**src/rtl/lpg_pkg.sv**
```systemverilog
// Shared field layout and the record builder for the lane pattern source.
// Assumes 64-bit lane words and no more than 32 lanes (5-bit lane index).
package lpg_pkg;
    localparam int LANE_WORD_W = 64;
    localparam int ID_W        = 5;
    localparam int BURST_W     = 27;
    localparam int COUNT_W     = 32;
    localparam int MAX_LANES   = 1 << ID_W;

    // Packs lane index, burst number and set number into one lane word.
    function automatic logic [LANE_WORD_W-1:0] make_word(
        input logic [ID_W-1:0]    lane_id,
        input logic [BURST_W-1:0] burst_no,
        input logic [COUNT_W-1:0] set_no
    );
        return {lane_id, burst_no, set_no};
    endfunction
endpackage

```
**src/rtl/lpg_seq_ctrl.sv**
```systemverilog
// Handshake and burst-position control.
// Holds the offered set until it is accepted, tracks the position inside a
// burst, and latches the mode and burst length while reset is low.
// Assumes the caller merges all reset sources into rst_all_n.
module lpg_seq_ctrl #(
    parameter int LEN_W = 16
) (
    input  logic             clk,
    input  logic             rst_all_n,
    input  logic             enable,
    input  logic             ready,
    input  logic             cont_mode_in,
    input  logic [LEN_W-1:0] burst_len_in,
    output logic             valid,
    output logic             accept,
    output logic             first_set,
    output logic             last_set,
    output logic             cont
);
    logic             valid_q;
    logic             cont_q;
    logic [LEN_W-1:0] len_q;
    logic [LEN_W-1:0] pos_q;
    logic [LEN_W-1:0] len_eff;

    // Effective burst length: a zero length counts as one.
    always_comb begin
        len_eff = (len_q == '0) ? LEN_W'(1) : len_q;
    end

    assign valid     = valid_q;
    assign accept    = valid_q && ready;
    assign cont      = cont_q;
    assign first_set = !cont_q && (pos_q == '0);
    assign last_set  = !cont_q && (pos_q == len_eff - LEN_W'(1));

    // Offer register, burst position and configuration latch.
    always_ff @(posedge clk) begin
        if (!rst_all_n) begin
            valid_q <= 1'b0;
            pos_q   <= '0;
            cont_q  <= cont_mode_in;
            len_q   <= burst_len_in;
        end else begin
            if (!valid_q || ready) begin
                valid_q <= enable;
            end
            if (accept && !cont_q) begin
                pos_q <= last_set ? '0 : pos_q + LEN_W'(1);
            end
        end
    end

    AST_VALID_HOLD: assert property (@(posedge clk) disable iff (!rst_all_n)
        valid_q && !ready |=> valid_q);
    AST_POS_STILL: assert property (@(posedge clk) disable iff (!rst_all_n)
        !accept |=> $stable(pos_q));
    AST_CFG_FROZEN: assert property (@(posedge clk) disable iff (!rst_all_n)
        1'b1 |=> $stable(cont_q) && $stable(len_q));
    AST_CONT_NO_MARK: assert property (@(posedge clk) disable iff (!rst_all_n)
        cont_q |-> !first_set && !last_set);
endmodule

```
**src/rtl/lpg_counters.sv**
```systemverilog
// Set and burst counters shared by all lanes.
// The set counter steps on each accepted set. The burst counter steps after
// the last set of a burst is accepted, and only in burst mode.
// Reset puts them at 0 and 1.
module lpg_counters
    import lpg_pkg::*;
(
    input  logic               clk,
    input  logic               rst_all_n,
    input  logic               accept,
    input  logic               last_set,
    input  logic               cont,
    output logic [COUNT_W-1:0] set_no,
    output logic [BURST_W-1:0] burst_no
);
    // Counter update on accepted sets.
    always_ff @(posedge clk) begin
        if (!rst_all_n) begin
            set_no   <= '0;
            burst_no <= BURST_W'(1);
        end else if (accept) begin
            set_no <= set_no + COUNT_W'(1);
            if (last_set && !cont) begin
                burst_no <= burst_no + BURST_W'(1);
            end
        end
    end

    AST_SET_STEP: assert property (@(posedge clk) disable iff (!rst_all_n)
        accept |=> set_no == $past(set_no) + COUNT_W'(1));
    AST_SET_HOLD: assert property (@(posedge clk) disable iff (!rst_all_n)
        !accept |=> $stable(set_no));
    AST_BURST_HOLD: assert property (@(posedge clk) disable iff (!rst_all_n)
        !(accept && last_set) |=> $stable(burst_no));
    AST_CONT_BURST: assert property (@(posedge clk) disable iff (!rst_all_n)
        cont |=> $stable(burst_no));
endmodule

```
**src/rtl/lpg_lane_pack.sv**
```systemverilog
// Builds one record per lane from the shared counters.
// Lane i gets index i in its top field. Assumes LANES is at most 32.
module lpg_lane_pack
    import lpg_pkg::*;
#(
    parameter int LANES = 6
) (
    input  logic [BURST_W-1:0]           burst_no,
    input  logic [COUNT_W-1:0]           set_no,
    output logic [LANES*LANE_WORD_W-1:0] data
);
    localparam int LANE_BITS = LANE_WORD_W;

    if (LANES > MAX_LANES || LANES < 1) begin : g_bad_lanes
        $error("lane count outside the range the index field can hold");
    end

    for (genvar i = 0; i < LANES; i++) begin : g_lane
        // Fixed lane index with the shared counters.
        assign data[i*LANE_BITS +: LANE_BITS] =
            make_word(ID_W'(i), burst_no, set_no);
    end
endmodule

```
**src/rtl/lane_pattern_gen.sv**
```systemverilog
// Multi-lane structured test pattern source.
// Offers one 64-bit record per lane on a valid/ready interface, with burst
// markers in burst mode. Both resets are synchronous and active low, and the
// mode and length are taken in while either reset is held.
module lane_pattern_gen
    import lpg_pkg::*;
#(
    parameter int LANES = 6,
    parameter int LEN_W = 16
) (
    input  logic                         clk,
    input  logic                         rst_n,
    input  logic                         core_rst_n,
    input  logic                         enable,
    input  logic                         cont_mode,
    input  logic [LEN_W-1:0]             burst_len,
    input  logic                         src_ready,
    output logic                         src_valid,
    output logic                         src_sob,
    output logic                         src_eob,
    output logic [LANES*LANE_WORD_W-1:0] src_data
);
    logic               rst_all_n;
    logic               accept;
    logic               first_set;
    logic               last_set;
    logic               cont;
    logic [COUNT_W-1:0] set_no;
    logic [BURST_W-1:0] burst_no;

    assign rst_all_n = rst_n && core_rst_n;

    lpg_seq_ctrl #(.LEN_W(LEN_W)) u_ctrl (
        .clk          (clk),
        .rst_all_n    (rst_all_n),
        .enable       (enable),
        .ready        (src_ready),
        .cont_mode_in (cont_mode),
        .burst_len_in (burst_len),
        .valid        (src_valid),
        .accept       (accept),
        .first_set    (first_set),
        .last_set     (last_set),
        .cont         (cont)
    );

    lpg_counters u_cnt (
        .clk       (clk),
        .rst_all_n (rst_all_n),
        .accept    (accept),
        .last_set  (last_set),
        .cont      (cont),
        .set_no    (set_no),
        .burst_no  (burst_no)
    );

    lpg_lane_pack #(.LANES(LANES)) u_pack (
        .burst_no (burst_no),
        .set_no   (set_no),
        .data     (src_data)
    );

    assign src_sob = src_valid && first_set;
    assign src_eob = src_valid && last_set;

    AST_DATA_STABLE: assert property (@(posedge clk) disable iff (!rst_all_n)
        src_valid && !src_ready |=> $stable(src_data));
    AST_RESET_IDLE: assert property (@(posedge clk)
        !rst_all_n |=> !src_valid);
    AST_LANES_EQUAL: assert property (@(posedge clk) disable iff (!rst_all_n)
        src_data[58:0] == src_data[(LANES-1)*LANE_WORD_W +: 59]);
endmodule

```
**config.mk**
```make
export PLATFORM = sky130hd
export DESIGN_NAME = lane_pattern_gen
export DESIGN_NICKNAME = d
export VERILOG_FILES = /design/src/rtl/lpg_pkg.sv /design/src/rtl/lpg_seq_ctrl.sv /design/src/rtl/lpg_counters.sv /design/src/rtl/lpg_lane_pack.sv /design/src/rtl/lane_pattern_gen.sv
export SDC_FILE = /design/constraint.sdc
export NUM_CORES = 1
export LEC_CHECK = 0
export ABC_AREA = 1
export CAP_MARGIN = 20
export CORE_MARGIN = 2
export CORE_UTILIZATION = 30
export DETAILED_ROUTE_END_ITERATION = 10
export GPL_TIMING_DRIVEN = 0
export PLACE_DENSITY = 0.68
export REMOVE_ABC_BUFFERS = 1
export SYNTH_ARGS = -nofsm -noshare
export SYNTH_HDL_FRONTEND = slang
export SYNTH_SLANG_ARGS = --single-unit
export TNS_END_PERCENT = 10
```
**constraint.sdc**
```tcl
create_clock -name clk -period 2.45 [get_ports clk]
set_input_delay 0.3675 -clock clk [delete_from_list [all_inputs] [get_ports clk]]
set_output_delay 0.3675 -clock clk [all_outputs]
set_load 0.05 [all_outputs]
```
==> impl_metrics.ini <==
[setup_path]
worst_path_dominant_cell_family = simple AND/OR/NAND/NOR gates
slowest_delay_ns = 0.45
critical_path_class = reg -> out
endpoint_kind = primary output
cp.arrival_ns = 2.78
reg2reg_slack_ns = -0.52
rr_worst_depth = 21
crit_top_cell = nor2_4
crit_required_ns = 2.08
slowest_stage = edfxtp_1
path_cells = nor2_4 -> nand2_2 -> nor2_4 -> nand2_8 -> nand2_4 -> inv_2 -> ha_4 -> nand2_4 -> buf_4 -> xnor2_1 -> nand2_1 -> nand4_1 -> nor2_1 -> nand3_1 -> nor2_1 -> nand2_2 -> nor2_4 -> buf_8
path_buf_inv = 3
r2r-end = u_cnt.burst_no[3]
crit_fanout = 4
r2r-start = u_ctrl.len_q[10]
startpoint_type = register

[power_and_ir_drop]
power_density_mw_per_mm2 = 329
peakVddDrop_mv = 0.264
leakage_uw = 0.00387

[cts]
cts_max_level = 3
clock_path_buffers = 2
clockRootBuffer = clkbuf_16
ctsHoldBuffers = 0
clk_latency_ns = 0.36
clock_sinks = 93
cts_buffers = 9
cts_tree = built
path_clk_slew_ns = 0.08

[cells_and_area]
fin_nets = 1257
drive_above_1_share_pct = 12.6
area_growth_syn_to_layout_pct = 33.4

[place]
port_buffers = 378
gp_congestion = 0.892
dp_hpwl_um = 17300
pre_cts_slack_ns = -1.56

[sta]
rsz0062_at_grt = true
layout_min_cycle_time_ns = 3.14
setup_violations = 47
worstMarginPinSlew_ns = 0.790
skew_ns = 0.0140
hold_viol = 0
fin_tns_setup_ns = -16.72
final.setup.worst_slack_ns = -0.695
fmax_mhz = 318
relSlewSlack_pct = 47.3
fin_crit_sh_pct = 128
final_max_slew_viol_count = 0

[routing]
wl_per_cell_um = 15.7
drt_wl_total_um = 24700
post_drt_via_cell_ratio = 4.45
final_antenna_net_count = 0
drc = 0
drt_iter0_markers = 460
vias = 7016
first_pass_iters = 5

[synth]
synthArstFlopShare_pct = 0
synth.yosys.seq_area_share_pct = 25.1
synth_common_cells = buf_4, nand2_1, inv_1
syn-cell-area_mm2 = 0.00808
syn-instance-count = 1115
ys_types = 40
syn_area_per_cell_um2 = 7.25
synth_edf_count = 17
ys_top_cells_by_area = buf_4, dfxtp_1, nand2_1, edfxtp_1, inv_1
ys_ff_latch = 93
synth_warnings = 0
synth_most_common_cell = buf_4
ys.flop_type = dfxtp_1
synth_top_area_cell = buf_4
netlist.area_leader.share_pct = 30.3

[global_route]
met1_usage_pct = 20.7
grt_pass1_vias = 6648
met2_usage_pct = 28.6
grt_pass1_wl_um = 36600
antenna_found_initial = 1
grtUsageTotal_pct = 16.4
met3_usage_pct = 3.27
grt_overflow_total = 0
grt.busiest_layer = met2
grt_start_max_net_pins = 48

[floorplan]
core_mm2 = 0.0267
dieHeight_um = 168
dieArea_mm2 = 0.0283
rows = 60
pin_count = 409
die_w_um = 168
start_util_pct = 30.2

[worst_hold_path]
min_from = u_ctrl.pos_q[1]
min_path_cells = 2
hold_class = reg -> reg
whs_endpoint = u_ctrl.pos_q[1]

[run]
maxCapViolCount = 0

[status]
violations = setup timing
status = finished, violations left
==> worst reg2reg max path, stage by stage, from the launching register on <==
cell      delay [ns]
edfxtp_1        0.45
nor2_4          0.16
nand2_2         0.09
nor2_4          0.17
nand2_8         0.08
nand2_4         0.06
inv_2           0.04
ha_4            0.17
nand2_4         0.09
buf_4           0.13
xnor2_1         0.08
nand2_1         0.11
buf_4           0.11
nand2_1         0.05
a21oi_2         0.12
nand2_2         0.08
nor2_4          0.17
nand3_4         0.15
nor2_4          0.17
buf_6           0.15
nand3_1         0.09
a21oi_2         0.17
==> area by class of cell <==
| cell class | count | area, um2 |
|---|---|---|
| fillers | 2704 | 16000 |
| repair buffers | 414 | 4130 |
| multi-input cells | 609 | 3490 |
| flip-flops and latches | 93 | 2040 |
| well taps | 341 | 427 |
| inverters | 103 | 393 |
| clock buffers | 9 | 225 |
| clock inverters | 7 | 70.1 |
| diodes | 1 | 2.50 |
==> how the worst max path moves through the flow <==
stage / startpoint / endpoint / depth (start not counted) / slack, ns
floorplan: u_cnt.set_no[0] / u_cnt.set_no[26] / 14 / -1.87
global placement: core_rst_n / u_ctrl.pos_q[2] / 5 / -2.47
detailed placement: u_ctrl.len_q[8] / src_eob / 21 / -1.56
CTS: u_ctrl.len_q[8] / src_eob / 21 / -0.72
global route: u_ctrl.len_q[3] / src_eob / 19 / -0.86
finish: u_ctrl.len_q[10] / src_eob / 18 / -0.69
==> logic make-up (layout without fill, tap and decap cells) <==
kind of cell / after synthesis / after routing / share of synthesized area [%]
buffers and inverters: 444 / 533 / 36.8
and+or+nand+nor: 438 / 441 / 25.9
DFF: 93 / 93 / 25.1
AOI/OAI and AO/OA: 75 / 75 / 4.99
xor gates and xnor gates: 58 / 58 / 6.29
adders and majority gates: 5 / 5 / 0.774
other: 2 / 31 / 0.0929
==> state kept, by name (all words and copies together) (netlist names) <==
register and count:
u_ctrl.cont 1, u_cnt.burst_no 27, u_ctrl.valid 1, u_ctrl.len_q 16, u_cnt.set_no 32, u_ctrl.pos_q 16
==> power by group <==
group          switching (uW)  internal [uW]  leakage (uW)
Clock                     696            716      0.000141
Combinational             339            172       0.00294
Sequential               36.2           1580      0.000789
Total                    1070           2470       0.00387
==> metal layers <==
metal	wire length, um	part of all wire, %
met4	298	1.2
met3	1360	5.5
met1	10900	44
met2	12100	49
met5	0	0
==> layout by cell type (no fill, tap or decap), types with 3 or more instances in the layout <==
| master | Yosys | layout |
|---|---|---|
| edfxtp_1 | 17 | 17 |
| buf_6 | 2 | 3 |
| dfxtp_2 | 0 | 4 |
| o21a_1 | 4 | 4 |
| nand2_1 | 160 | 144 |
| xnor2_1 | 17 | 17 |
| nor4_1 | 13 | 11 |
| o21ai_0 | 20 | 19 |
| nor2_1 | 95 | 83 |
| buf_4 | 326 | 30 |
| nand2_2 | 7 | 20 |
| buf_12 | 1 | 3 |
| xor2_1 | 41 | 41 |
| nor3_1 | 28 | 24 |
| and3_1 | 3 | 3 |
| dfxtp_1 | 76 | 70 |
| nor3_2 | 1 | 5 |
| nand2_4 | 3 | 5 |
| inv_2 | 1 | 3 |
| ha_1 | 5 | 4 |
| clkbuf_16 | 0 | 9 |
| nor2_4 | 9 | 14 |
| nand3_2 | 4 | 8 |
| nor2_2 | 4 | 12 |
| a21oi_2 | 3 | 9 |
| nand4_2 | 4 | 4 |
| inv_1 | 102 | 98 |
| nand3_1 | 74 | 68 |
| clkdlybuf4s50_1 | 0 | 376 |
| nand3_4 | 1 | 3 |
| a21oi_1 | 45 | 38 |
| conb_1 | 2 | 30 |
| nand4_1 | 27 | 27 |
==> through the flow <==
step / hold WS (ns) / instances / instance area (um2) / total power (uW) / utilization, %
2_1_floorplan: 0.466 / 802 / 5600 / 1960 / -
3_3_place_gp: 0.524 / 1521 / 9810 / 2070 / 36.7
3_5_place_dp: 0.529 / 1522 / 9840 / 2070 / 36.8
4_1_cts: 0.540 / 1563 / 10500 / 3560 / 39.3
5_1_grt: 0.561 / 1576 / 10800 / 3690 / 40.3
6_report: 0.546 / 1577 / 10800 / 3540 / 40.3
==> timing repair <==
item / 4_1_cts / 5_1_grt
setup buffers: 23 / 12
endpoints found under the hold margin: 0 / 0
pin swaps: 34 / 26
setup endpoints to repair: 55 / 55
gates cloned: 2 / 1
resized for setup: 48 / 48
No activity file was read; power rests on OpenSTA's default activity.
